===== src/rtl/edge_pd_pkg.sv =====
package edge_pd_pkg;

  // Rising-edge strobes from the datapath to the control
  typedef struct packed {
    logic refRise;
    logic fbRise;
  } pd_edges_t;

  // Armed pump states from the control back to the datapath
  typedef struct packed {
    logic upSet;
    logic dnSet;
  } pd_state_t;

endpackage


===== src/rtl/pd_control.sv =====
module pd_control
  import edge_pd_pkg::*;
(
  input  logic      clk,
  input  logic      rstN,
  input  pd_edges_t edges,
  output pd_state_t state
);

  logic upQ, dnQ;
  logic bothSet;

  assign bothSet = upQ & dnQ;

  always_ff @(posedge clk or negedge rstN) begin
    if (!rstN) begin
      upQ <= 1'b0;
      dnQ <= 1'b0;
    end else if (bothSet) begin
      // Both armed: drop them, but keep any edge arriving right now
      upQ <= edges.refRise;
      dnQ <= edges.fbRise;
    end else begin
      upQ <= upQ | edges.refRise;
      dnQ <= dnQ | edges.fbRise;
    end
  end

  assign state.upSet = upQ;
  assign state.dnSet = dnQ;

endmodule


===== src/rtl/pd_datapath.sv =====
module pd_datapath
  import edge_pd_pkg::*;
#(
  parameter int SYNC_STAGES = 2,
  parameter int LOCK_LIMIT  = 4
) (
  input  logic              clk,
  input  logic              rstN,
  input  logic              refIn,
  input  logic              fbIn,
  input  pd_state_t         state,
  output pd_edges_t         edges,
  output logic              pumpUp,
  output logic              pumpDn,
  output logic signed [1:0] phaseErr,
  output logic              lockOk
);

  localparam int CNT_W = $clog2(LOCK_LIMIT + 1);
  localparam logic [CNT_W-1:0] LOCK_CAP = CNT_W'(LOCK_LIMIT);

  logic [1:0] rawIn;
  logic [1:0] riseVec;

  assign rawIn = {fbIn, refIn};

  // One synchronizer plus edge detector per input channel
  for (genvar ch = 0; ch < 2; ch++) begin : g_chan
    logic [SYNC_STAGES:0] pipeQ;
    always_ff @(posedge clk or negedge rstN) begin
      if (!rstN) pipeQ <= '0;
      else       pipeQ <= {pipeQ[SYNC_STAGES-1:0], rawIn[ch]};
    end
    assign riseVec[ch] = pipeQ[SYNC_STAGES-1] & ~pipeQ[SYNC_STAGES];
  end

  assign edges.refRise = riseVec[0];
  assign edges.fbRise  = riseVec[1];

  // Pump outputs and signed error
  logic upOnly, dnOnly, singleSide;

  assign upOnly     = state.upSet & ~state.dnSet;
  assign dnOnly     = state.dnSet & ~state.upSet;
  assign singleSide = upOnly | dnOnly;

  assign pumpUp = upOnly;
  assign pumpDn = dnOnly;

  always_comb begin
    if (upOnly)      phaseErr = 2'sb01;
    else if (dnOnly) phaseErr = 2'sb11;
    else             phaseErr = 2'sb00;
  end

  // Run-length timer for the lock indication, saturating at the limit
  logic [CNT_W-1:0] runCnt;

  always_ff @(posedge clk or negedge rstN) begin
    if (!rstN)                   runCnt <= '0;
    else if (!singleSide)        runCnt <= '0;
    else if (runCnt != LOCK_CAP) runCnt <= runCnt + 1'b1;
  end

  assign lockOk = !(singleSide && (runCnt >= LOCK_CAP));

endmodule


===== src/rtl/edge_phase_comparator.sv =====
module edge_phase_comparator
  import edge_pd_pkg::*;
#(
  parameter int SYNC_STAGES = 2,
  parameter int LOCK_LIMIT  = 4
) (
  input  logic              clk,
  input  logic              rstN,
  input  logic              refIn,
  input  logic              fbIn,
  output logic              pumpUp,
  output logic              pumpDn,
  output logic signed [1:0] phaseErr,
  output logic              lockOk
);

  pd_edges_t edges;
  pd_state_t state;

  pd_datapath #(
    .SYNC_STAGES(SYNC_STAGES),
    .LOCK_LIMIT (LOCK_LIMIT)
  ) datapath_i (
    .clk     (clk),
    .rstN    (rstN),
    .refIn   (refIn),
    .fbIn    (fbIn),
    .state   (state),
    .edges   (edges),
    .pumpUp  (pumpUp),
    .pumpDn  (pumpDn),
    .phaseErr(phaseErr),
    .lockOk  (lockOk)
  );

  pd_control control_i (
    .clk  (clk),
    .rstN (rstN),
    .edges(edges),
    .state(state)
  );

endmodule


===== config.mk =====
export PLATFORM = sky130hd
export DESIGN_NAME = edge_phase_comparator
export DESIGN_NICKNAME = d
export VERILOG_FILES = /design/src/rtl/edge_pd_pkg.sv /design/src/rtl/pd_control.sv /design/src/rtl/pd_datapath.sv /design/src/rtl/edge_phase_comparator.sv
export SDC_FILE = /design/constraint.sdc
export NUM_CORES = 1
export LEC_CHECK = 0
export BUFFER_PORTS_ARGS = -buffer_cell sky130_fd_sc_hd__buf_2
export CAP_MARGIN = 20
export CORE_AREA = 2 2 39 41
export CTS_BUF_LIST = sky130_fd_sc_hd__clkbuf_2 sky130_fd_sc_hd__clkbuf_4 sky130_fd_sc_hd__clkbuf_8
export DETAILED_ROUTE_END_ITERATION = 6
export DIE_AREA = 0 0 41 43
export PLACE_DENSITY_LB_ADDON = 0.08
export SLEW_MARGIN = 20
export SYNTH_ARGS = -nofsm -noshare
export SYNTH_HDL_FRONTEND = slang
export SYNTH_SLANG_ARGS = --single-unit

===== constraint.sdc =====
create_clock -name clk -period 1.2 [get_ports clk]
set_clock_uncertainty 0.15 [all_clocks]
set_input_delay 0.06 -clock clk [delete_from_list [all_inputs] [get_ports clk]]
set_output_delay 0.06 -clock clk [all_outputs]
set_load 0.03 [all_outputs]

After elaboration in Yosys (flattened, before gate mapping)
Cells that the tools add are included.

Register bits after elaboration: 11. Bits of input ports: 4. Output and inout port bits: 5. Logic and storage cells: 29.

Add/subtract/negate cells: 1. Order comparisons: 1. Eq/ne operators: 2. Mux-type cells: 6. Bitwise logic cells: 12. Reduce and logical (&&, ||, !) cells: 2.

Operators by type and width (count): $mux 3 (2); $and 1x1->1 (5); $mux 2 (2); $not 1->1 (4); $add 3x1->3 const B (1); $ge 3x3->1 const B (1); $ne 3x3->1 const B (1); $or 1x1->1 (3); $mux 1 (2); $ne 2x2->1 const B (1); $logic_and 1x1->1 (1); $logic_not 1->1 (1).

Logic depth before layout (Yosys ltp)
Gate-level depths: netlist of run 1.

Depth in word-level cells: 5. Depth in mapped cells: 4. Mapped depth without buffers: 4.

Cells and area by module
From an unflattened synthesis of run 1, not the netlist that was laid out.

Cell total of the unflattened synthesis: 38. Area, all modules: 462.9 um^2.

By module, submodules not included: pd_datapath (instances 1, cells an instance 31, area each 379.1 um^2, seq. area each 225.2 um^2); pd_control (instances 1, cells an instance 7, area each 83.8 um^2, seq. area each 50.0 um^2).

Least setup slack after synthesis of run 1
No wires, ideal clock.

Kind: flip-flop to output port. From: register control_i.dnQ. To: output lockOk. Data arrival time: 1.221 ns. Required time: 0.990 ns. Setup slack: -0.231 ns. Cell stages (with the launch flop): 5. Buffers on the path: 0. Path through: dfrtp_1 inv_1 ha_1 inv_1 nand2_1.

Cells in the longest elaborated chain, start to end: 5. Elaborated cells between the ends (all ways): 6. Those cells by class: 4 x bitwise; 2 x reduce/logical.

RTL lines: start, declared (RTL line pd_control.sv:10) `logic upQ, dnQ;`; start signal, assigned (RTL line pd_control.sv:22) `dnQ <= edges.fbRise;`; start signal, assigned (RTL line pd_control.sv:25) `dnQ <= dnQ | edges.fbRise;`; $not 1->1 (RTL line pd_datapath.sv:43) `assign upOnly = state.upSet & ~state.dnSet;`; $and 1x1->1 (RTL line pd_datapath.sv:43); $or 1x1->1 (*) (RTL line pd_datapath.sv:45) `assign singleSide = upOnly | dnOnly;`; $logic_and 1x1->1 (*) (RTL line pd_datapath.sv:65) `assign lockOk = !(singleSide && (runCnt >= LOCK_CAP));`; $logic_not 1->1 (*) (RTL line pd_datapath.sv:65); end, declared (RTL line edge_phase_comparator.sv:14) `output logic lockOk`.

Every way passes the cells marked *; elsewhere a longest branch is shown, timed or not.

Worst setup path after layout of run 1
Same ends and word-level chain as after synthesis.

==> results of run 1 <==
[final cells by class]
type	count	area (sq um)	area share (%)
timing repair buffer	20	173	23.8
sequential	11	275	37.9
clock buffer	3	22.5	3.10
clock inverter	1	5.00	0.688
multi-input combinational	17	200	27.5
tap	16	20.0	2.75
inverter	7	31.3	4.30
[cell usage after synthesis]
| master | count |
|---|---|
| sky130_fd_sc_hd__buf_4 | 1 |
| sky130_fd_sc_hd__nor2_1 | 1 |
| sky130_fd_sc_hd__and3b_1 | 1 |
| sky130_fd_sc_hd__a21o_2 | 1 |
| sky130_fd_sc_hd__nand2_1 | 1 |
| sky130_fd_sc_hd__o22ai_1 | 2 |
| sky130_fd_sc_hd__dfrtp_1 | 11 |
| sky130_fd_sc_hd__inv_1 | 7 |
| sky130_fd_sc_hd__a21bo_2 | 1 |
| sky130_fd_sc_hd__nand3_1 | 2 |
| sky130_fd_sc_hd__nor3_2 | 1 |
| sky130_fd_sc_hd__ha_1 | 5 |
| sky130_fd_sc_hd__a21oi_1 | 2 |
[what timing repair did]
item | CTS | global route
pin swaps | 5 | 1
hold buffers | 3 | 0
endpoints found under the setup margin | 8 | 8
hold endpoints to repair | 13 | 0
buffers inserted | 4 | 1
gates resized for setup | 23 | 3
[cell families (layout without fill, tap and decap cells)]
group           count (synthesis)  in the layout
flops                          11             11
buf+inv                         8             31
compound gates                  6              6
simple gates                    6              6
fa+ha+maj                       5              5
[metrics by stage]
stage	instance area [sq um]	setup TNS, ns
final	727	-0.739
after detailed placement	537	-0.289
after global placement	537	-0.0918
after CTS	713	-0.779
after floorplan	454	-0.0402
after global routing	727	-1.14
[worst register-to-register path: cells and delay by family, from the launching register on]
family          cells  cell delay (ns)
fa+ha+maj           1             0.25
compound gates      2             0.32
buf+inv             1             0.06
flops               1             0.40
[sequential cells by signal, indices dropped and copies added, names as in the netlist]
name / flops
control_i.upQ: 1
datapath_i.runCnt: 3
datapath_i.g_chan.pipeQ: 6
control_i.dnQ: 1
[metal layers]
metal / GRT usage (%) / up-vias / part of all wire [%] / wire, um
li1: - / 162 / - / -
met1: 12.0 / 154 / 42 / 348
met2: 19.1 / 8 / 53 / 442
met3: 4.71 / 2 / 3.7 / 31
met4: 10.0 / 0 / 0.48 / 4
met5: 0 / - / 0 / 0
[power breakdown]
group          internal (uW)  leakage, uW  switching [uW]  total [uW]
registers                458     0.000132            86.0         544
logic                    652     0.000200             613        1270
clock network            123    0.0000177             125         249
total                   1230     0.000350             825        2060
[cell usage in the layout, fill, tap and decap left out]
cell / synthesis / layout
sky130_fd_sc_hd__ha_1: 5 / 1
sky130_fd_sc_hd__clkbuf_4: 0 / 3
sky130_fd_sc_hd__nor3_2: 1 / 1
sky130_fd_sc_hd__dlygate4sd3_1: 0 / 3
sky130_fd_sc_hd__inv_1: 7 / 3
sky130_fd_sc_hd__and3b_1: 1 / 1
sky130_fd_sc_hd__dfrtp_1: 11 / 11
sky130_fd_sc_hd__nand3_1: 2 / 2
sky130_fd_sc_hd__clkinv_2: 0 / 1
sky130_fd_sc_hd__a21oi_2: 0 / 2
sky130_fd_sc_hd__nor2_1: 1 / 1
sky130_fd_sc_hd__a21o_2: 1 / 1
sky130_fd_sc_hd__inv_4: 0 / 2
sky130_fd_sc_hd__buf_4: 1 / 8
sky130_fd_sc_hd__buf_2: 0 / 3
sky130_fd_sc_hd__buf_6: 0 / 6
sky130_fd_sc_hd__a21bo_2: 1 / 1
sky130_fd_sc_hd__inv_2: 0 / 2
sky130_fd_sc_hd__ha_4: 0 / 4
sky130_fd_sc_hd__nand2_2: 0 / 1
sky130_fd_sc_hd__o22ai_1: 2 / 2
[path summary, 6_finish.rpt]
check,to,slack (ns),depth (start not counted)
worst min register to register,datapath_i.g_chan[0].pipeQ[1]$_DFF_PN0_,0.20,0
worst max-delay path,lockOk,-0.19,5
worst max register to register,datapath_i.runCnt[1]$_DFFE_PN0P_,-0.04,4
max in group asynchronous,datapath_i.g_chan[0].pipeQ[0]$_DFF_PN0_,0.68,2
min in group clk,datapath_i.g_chan[0].pipeQ[1]$_DFF_PN0_,0.20,0
worst min-delay path,control_i.dnQ$_DFF_PN0_,0.03,2
==> results_dict.tcl, run 1 <==
set metrics [dict create \
    status "finished with violations" \
    violations "setup timing" \
    cts.clk_slew.worst_paths_ns 0.07 \
    startpoint_type "flop" \
    finalHoldViolations 0 \
    timing.critical_path.fanout_max 2 \
    r2r_start "datapath_i.runCnt[0]$_DFFE_PN0P_" \
    place.gp.congestion 0.623 \
    final_core_utilization_pct 52.5 \
    cp_slowest_stage_delay_ns 0.40 \
    route.detailed.wl_per_inst_um 11.0 \
    antenna_violating_nets_post_route 0 \
    pd_cells_nw_per_um2 2830 \
    cp_cell_sequence "inv_2, ha_4, inv_4, nand2_2, buf_6" \
    hold_path.class "in2async" \
    place_worst_setup_slack_ns -0.0974 \
    synthesized_instance_count 36 \
    synth_top_family_by_area "adder cells" \
    die_height_um 43 \
    timing.critical_path.to_type "output port" \
    postLayoutSetupSlackWorst_ns -0.193 \
    clock_sink_count 11 \
    timing_worst_slew_pin_value_ns 0.239 \
    cts_tree "built" \
    ys_ff_latch 11 \
    power.static_leakage_uw 0.000350 \
    drt_pre_antenna_iters 1 \
    finalCritPeriodShare_pct 116 \
    ratio_of_routed_vias_to_standard_cells 4.35 \
    io_buffer_count 8 \
    wirelength_um 827 \
    report.final.slew_viol_count 0 \
    core-area_sq_um 1380 \
    post_synth_main_area_contributors "sky130_fd_sc_hd__dfrtp_1 61%, sky130_fd_sc_hd__ha_1 14%, sky130_fd_sc_hd__inv_1 5.8%" \
    maxSlewHeadroom_pct 84.0 \
    synth.yosys.seq_area_share_pct 61.3 \
    globalRouteTotalUtil_pct 12.3 \
    global_route_wire_length_before_repair_um 1330 \
    row_count 14 \
    finalPower_uw 2060 \
    grt_setup_unrepaired "yes" \
    yosys-mux-area-fraction_pct 0 \
    vdd.ir_drop.worst_mv 1.12 \
    timing.fmax_ghz 0.718 \
    yosys.area_share.xor_xnor_pct 0 \
    grt_start_max_net_pins 12 \
    maxCapViolCount 0 \
    crit_start "control_i.dnQ$_DFF_PN0_" \
    filler_cell_count 115 \
    synthToLayoutAreaGrowth_pct 61.8 \
    grt_pass1_vias 319 \
    h_tree_lvl_count 1 \
    overflow_left_after_global_routing 0 \
    synth-adder-area-share_pct 13.9 \
    detail_route.iter0.violations 0 \
    n_antenna_cell 0 \
    worstPathArrival_ns 1.18 \
    timing.setup.critical_path_class "reg2out" \
    synth_area_in_compound_gates_pct 9.19 \
    synthesis.yosys.warnings 0 \
    crit_path_top_delay_cell "sky130_fd_sc_hd__dfrtp_1" \
    grt_antenna_before_repair 0 \
    yosysTopAreaCellShare_pct 61.3 \
    syn_area_sq_um 449 \
    chipWidth_um 41 \
    final.hold.worst_slack_ns 0.0302 \
    post_layout_nonfiller_instances 75 \
    tritoncts.num_buffers 3 \
    dp.final_hpwl_um 519 \
    synth_largest_area_cell "sky130_fd_sc_hd__dfrtp_1" \
    num-nets-final 69 \
    syn-mean-instance-area_sq_um 12.5 \
    routed-via-count 326 \
    cts_buffer_depth 2 \
    critical-path-top-delay-family "flip-flops" \
    cp.buffers_inverters 3 \
    drive_above_1_share_pct 59.3 \
    drc 0 \
    ioPinCount 9 \
    initial_core_util_pct 32.5 \
    clock_latency_ns 0.26 \
    syn_nets 45 \
    finalCriticalPeriod_ns 1.39 \
    finalSetupViolCount 6 \
    synth.lib_cells_used.distinct 13 \
    placed_cells_incl_taps 63 \
    post_synth_and_or_nand_nor_area_fraction_pct 8.08 \
    worst_ep_required_time_ns 0.99 \
    fp.dieArea_sq_um 1760 \
    clock_root_cell "sky130_fd_sc_hd__clkbuf_4" \
]
Power figures use the tool's default switching activity.
==> run 2, diff against run 1 <==
- GPL_TIMING_DRIVEN: not set -> 1
- HOLD_SLACK_MARGIN: not set -> 0.15
- SLEW_MARGIN: 20 -> not set
==> results_dict.tcl, run 2 (same netlist as run 1, synthesis figures left out) <==
set metrics [dict create \
    p_clk_share_pct 12.2 \
    tritoncts.num_buffers 3 \
    grt_setup_unrepaired "yes" \
    chipWidth_um 41 \
    clock_latency_ns 0.26 \
    grt_antenna_before_repair 0 \
    cts_buffer_depth 2 \
    overflow_left_after_global_routing 0 \
    ratio_of_routed_vias_to_standard_cells 4.33 \
    globalRouteTotalUtil_pct 12.4 \
    worstPathArrival_ns 1.18 \
    p_sw_share_pct 41.0 \
    cp.buffers_inverters 3 \
    maxSlewHeadroom_pct 84.0 \
    routed-via-count 325 \
    clock_sink_count 11 \
    ioPinCount 9 \
    report.final.slew_viol_count 0 \
    final_core_utilization_pct 53.1 \
    grt_pass1_vias 335 \
    cts_tree "built" \
    postLayoutSetupSlackWorst_ns -0.190 \
    clock_root_cell "sky130_fd_sc_hd__clkbuf_4" \
    cts.clk_slew.worst_paths_ns 0.07 \
    antenna_violating_nets_post_route 0 \
    maxCapViolCount 0 \
    largest_registers_ranked_by_flip_flop_count "datapath_i.g_chan.pipeQ x6, datapath_i.runCnt x3" \
    die_height_um 43 \
    detail_route.iter0.violations 0 \
    filler_cell_count 120 \
    synthToLayoutAreaGrowth_pct 63.5 \
    row_count 14 \
    worst_ep_required_time_ns 0.99 \
    status "finished with violations" \
    drc 0 \
    core-area_sq_um 1380 \
    timing.critical_path.fanout_max 2 \
    startpoint_type "flop" \
    finalCritPeriodShare_pct 116 \
    place_worst_setup_slack_ns -0.0974 \
    timing.fmax_ghz 0.720 \
    vdd.ir_drop.worst_mv 1.10 \
    drt_pre_antenna_iters 1 \
    route.detailed.wl_per_inst_um 11.1 \
    largest-register "datapath_i.g_chan.pipeQ" \
    finalHoldViolations 0 \
    grt_start_max_net_pins 12 \
    layout.cells.most_common_list "11 x sky130_fd_sc_hd__dfrtp_1, 6 x sky130_fd_sc_hd__buf_6, 6 x sky130_fd_sc_hd__buf_4" \
    n_antenna_cell 0 \
    place.gp.congestion 0.623 \
    power.static_leakage_uw 0.000345 \
    timing.critical_path.to_type "output port" \
    finalCriticalPeriod_ns 1.39 \
    final_design_area_excluding_fillers_sq_um 734 \
    placed_cells_incl_taps 63 \
    h_tree_lvl_count 1 \
    dp.final_hpwl_um 519 \
    drive_above_1_share_pct 59.3 \
    place_area_sq_um 537 \
    largest_reg_flops 6 \
    layout_commonest_cell "sky130_fd_sc_hd__dfrtp_1" \
    finalPower_uw 2040 \
    cp_slowest_stage_delay_ns 0.40 \
    initial_core_util_pct 32.5 \
    global_route_wire_length_before_repair_um 1350 \
    power_switching_uw 836 \
    seqPwrFrac_pct 26.7 \
    internal_power_uw 1200 \
    io_buffer_count 8 \
    power.combinational.fraction_pct 61.2 \
    crit_path_top_delay_cell "sky130_fd_sc_hd__dfrtp_1" \
    fp.dieArea_sq_um 1760 \
    pd_cells_nw_per_um2 2770 \
    seqCellArea_sq_um 275 \
    finalSetupViolCount 6 \
    num-nets-final 69 \
    wirelength_um 829 \
    violations "setup timing" \
    hold_path.class "reg2reg" \
    post_layout_nonfiller_instances 75 \
    cp_cell_sequence "inv_2, ha_4, inv_4, nand2_2, buf_6" \
    timing.setup.critical_path_class "reg2out" \
    timing_worst_slew_pin_value_ns 0.240 \
    critical-path-top-delay-family "flip-flops" \
    multi_input_comb_area_sq_um 208 \
]
[run 2: what timing repair did]
action,CTS,global route
setup buffers,4,0
gates resized for setup,23,3
pin swaps,5,1
hold buffers,4,0
endpoints found under the hold margin,13,0
endpoints found under the setup margin,8,8
[run 2: per-layer routing]
layer	share of wire, %	track usage, %
met1	42	11.3
met2	54	20.0
met3	3.7	4.71
met4	0.48	10.0
met5	0	0
[run 2: final timing paths]
path | slack (ns) | cells past startpoint | startpoint | end
setup / recovery | -0.19 | 5 | control_i.dnQ$_DFF_PN0_ | lockOk
hold / removal | 0.20 | 0 | datapath_i.g_chan[0].pipeQ[0]$_DFF_PN0_ | datapath_i.g_chan[0].pipeQ[1]$_DFF_PN0_
setup reg to reg | -0.07 | 4 | datapath_i.runCnt[0]$_DFFE_PN0P_ | datapath_i.runCnt[2]$_DFFE_PN0P_
hold reg to reg | 0.20 | 0 | datapath_i.g_chan[0].pipeQ[0]$_DFF_PN0_ | datapath_i.g_chan[0].pipeQ[1]$_DFF_PN0_
max in group asynchronous | 0.14 | 3 | rstN | datapath_i.g_chan[0].pipeQ[0]$_DFF_PN0_
min in group asynchronous | 0.57 | 3 | rstN | control_i.dnQ$_DFF_PN0_
[run 2: final cells by class]
| cell class | count | area share [%] |
|---|---|---|
| clock buffer | 3 | 3.07 |
| sequential | 11 | 37.5 |
| clock inverter | 1 | 0.681 |
| tap | 16 | 2.73 |
| inverter | 7 | 4.26 |
| timing repair buffer | 20 | 23.5 |
| multi-input combinational | 17 | 28.3 |
[run 2: stage by stage]
| step | hold slack [ns] | TNS, ns |
|---|---|---|
| floorplan | -0.386 | -0.0402 |
| global placement | -0.219 | -0.0918 |
| detailed placement | -0.207 | -0.289 |
| CTS | 0.205 | -0.779 |
| global route | 0.212 | -1.16 |
| finish | 0.203 | -0.792 |
[run 2: power by group through the flow]
stage / sequential, uW / combinational [uW] / clock (uW)
floorplan: 528 / 584 / 0
global placement: 525 / 783 / 0
detailed placement: 536 / 814 / 0
CTS: 538 / 1220 / 262
global route: 556 / 1360 / 282
finish: 543 / 1240 / 248
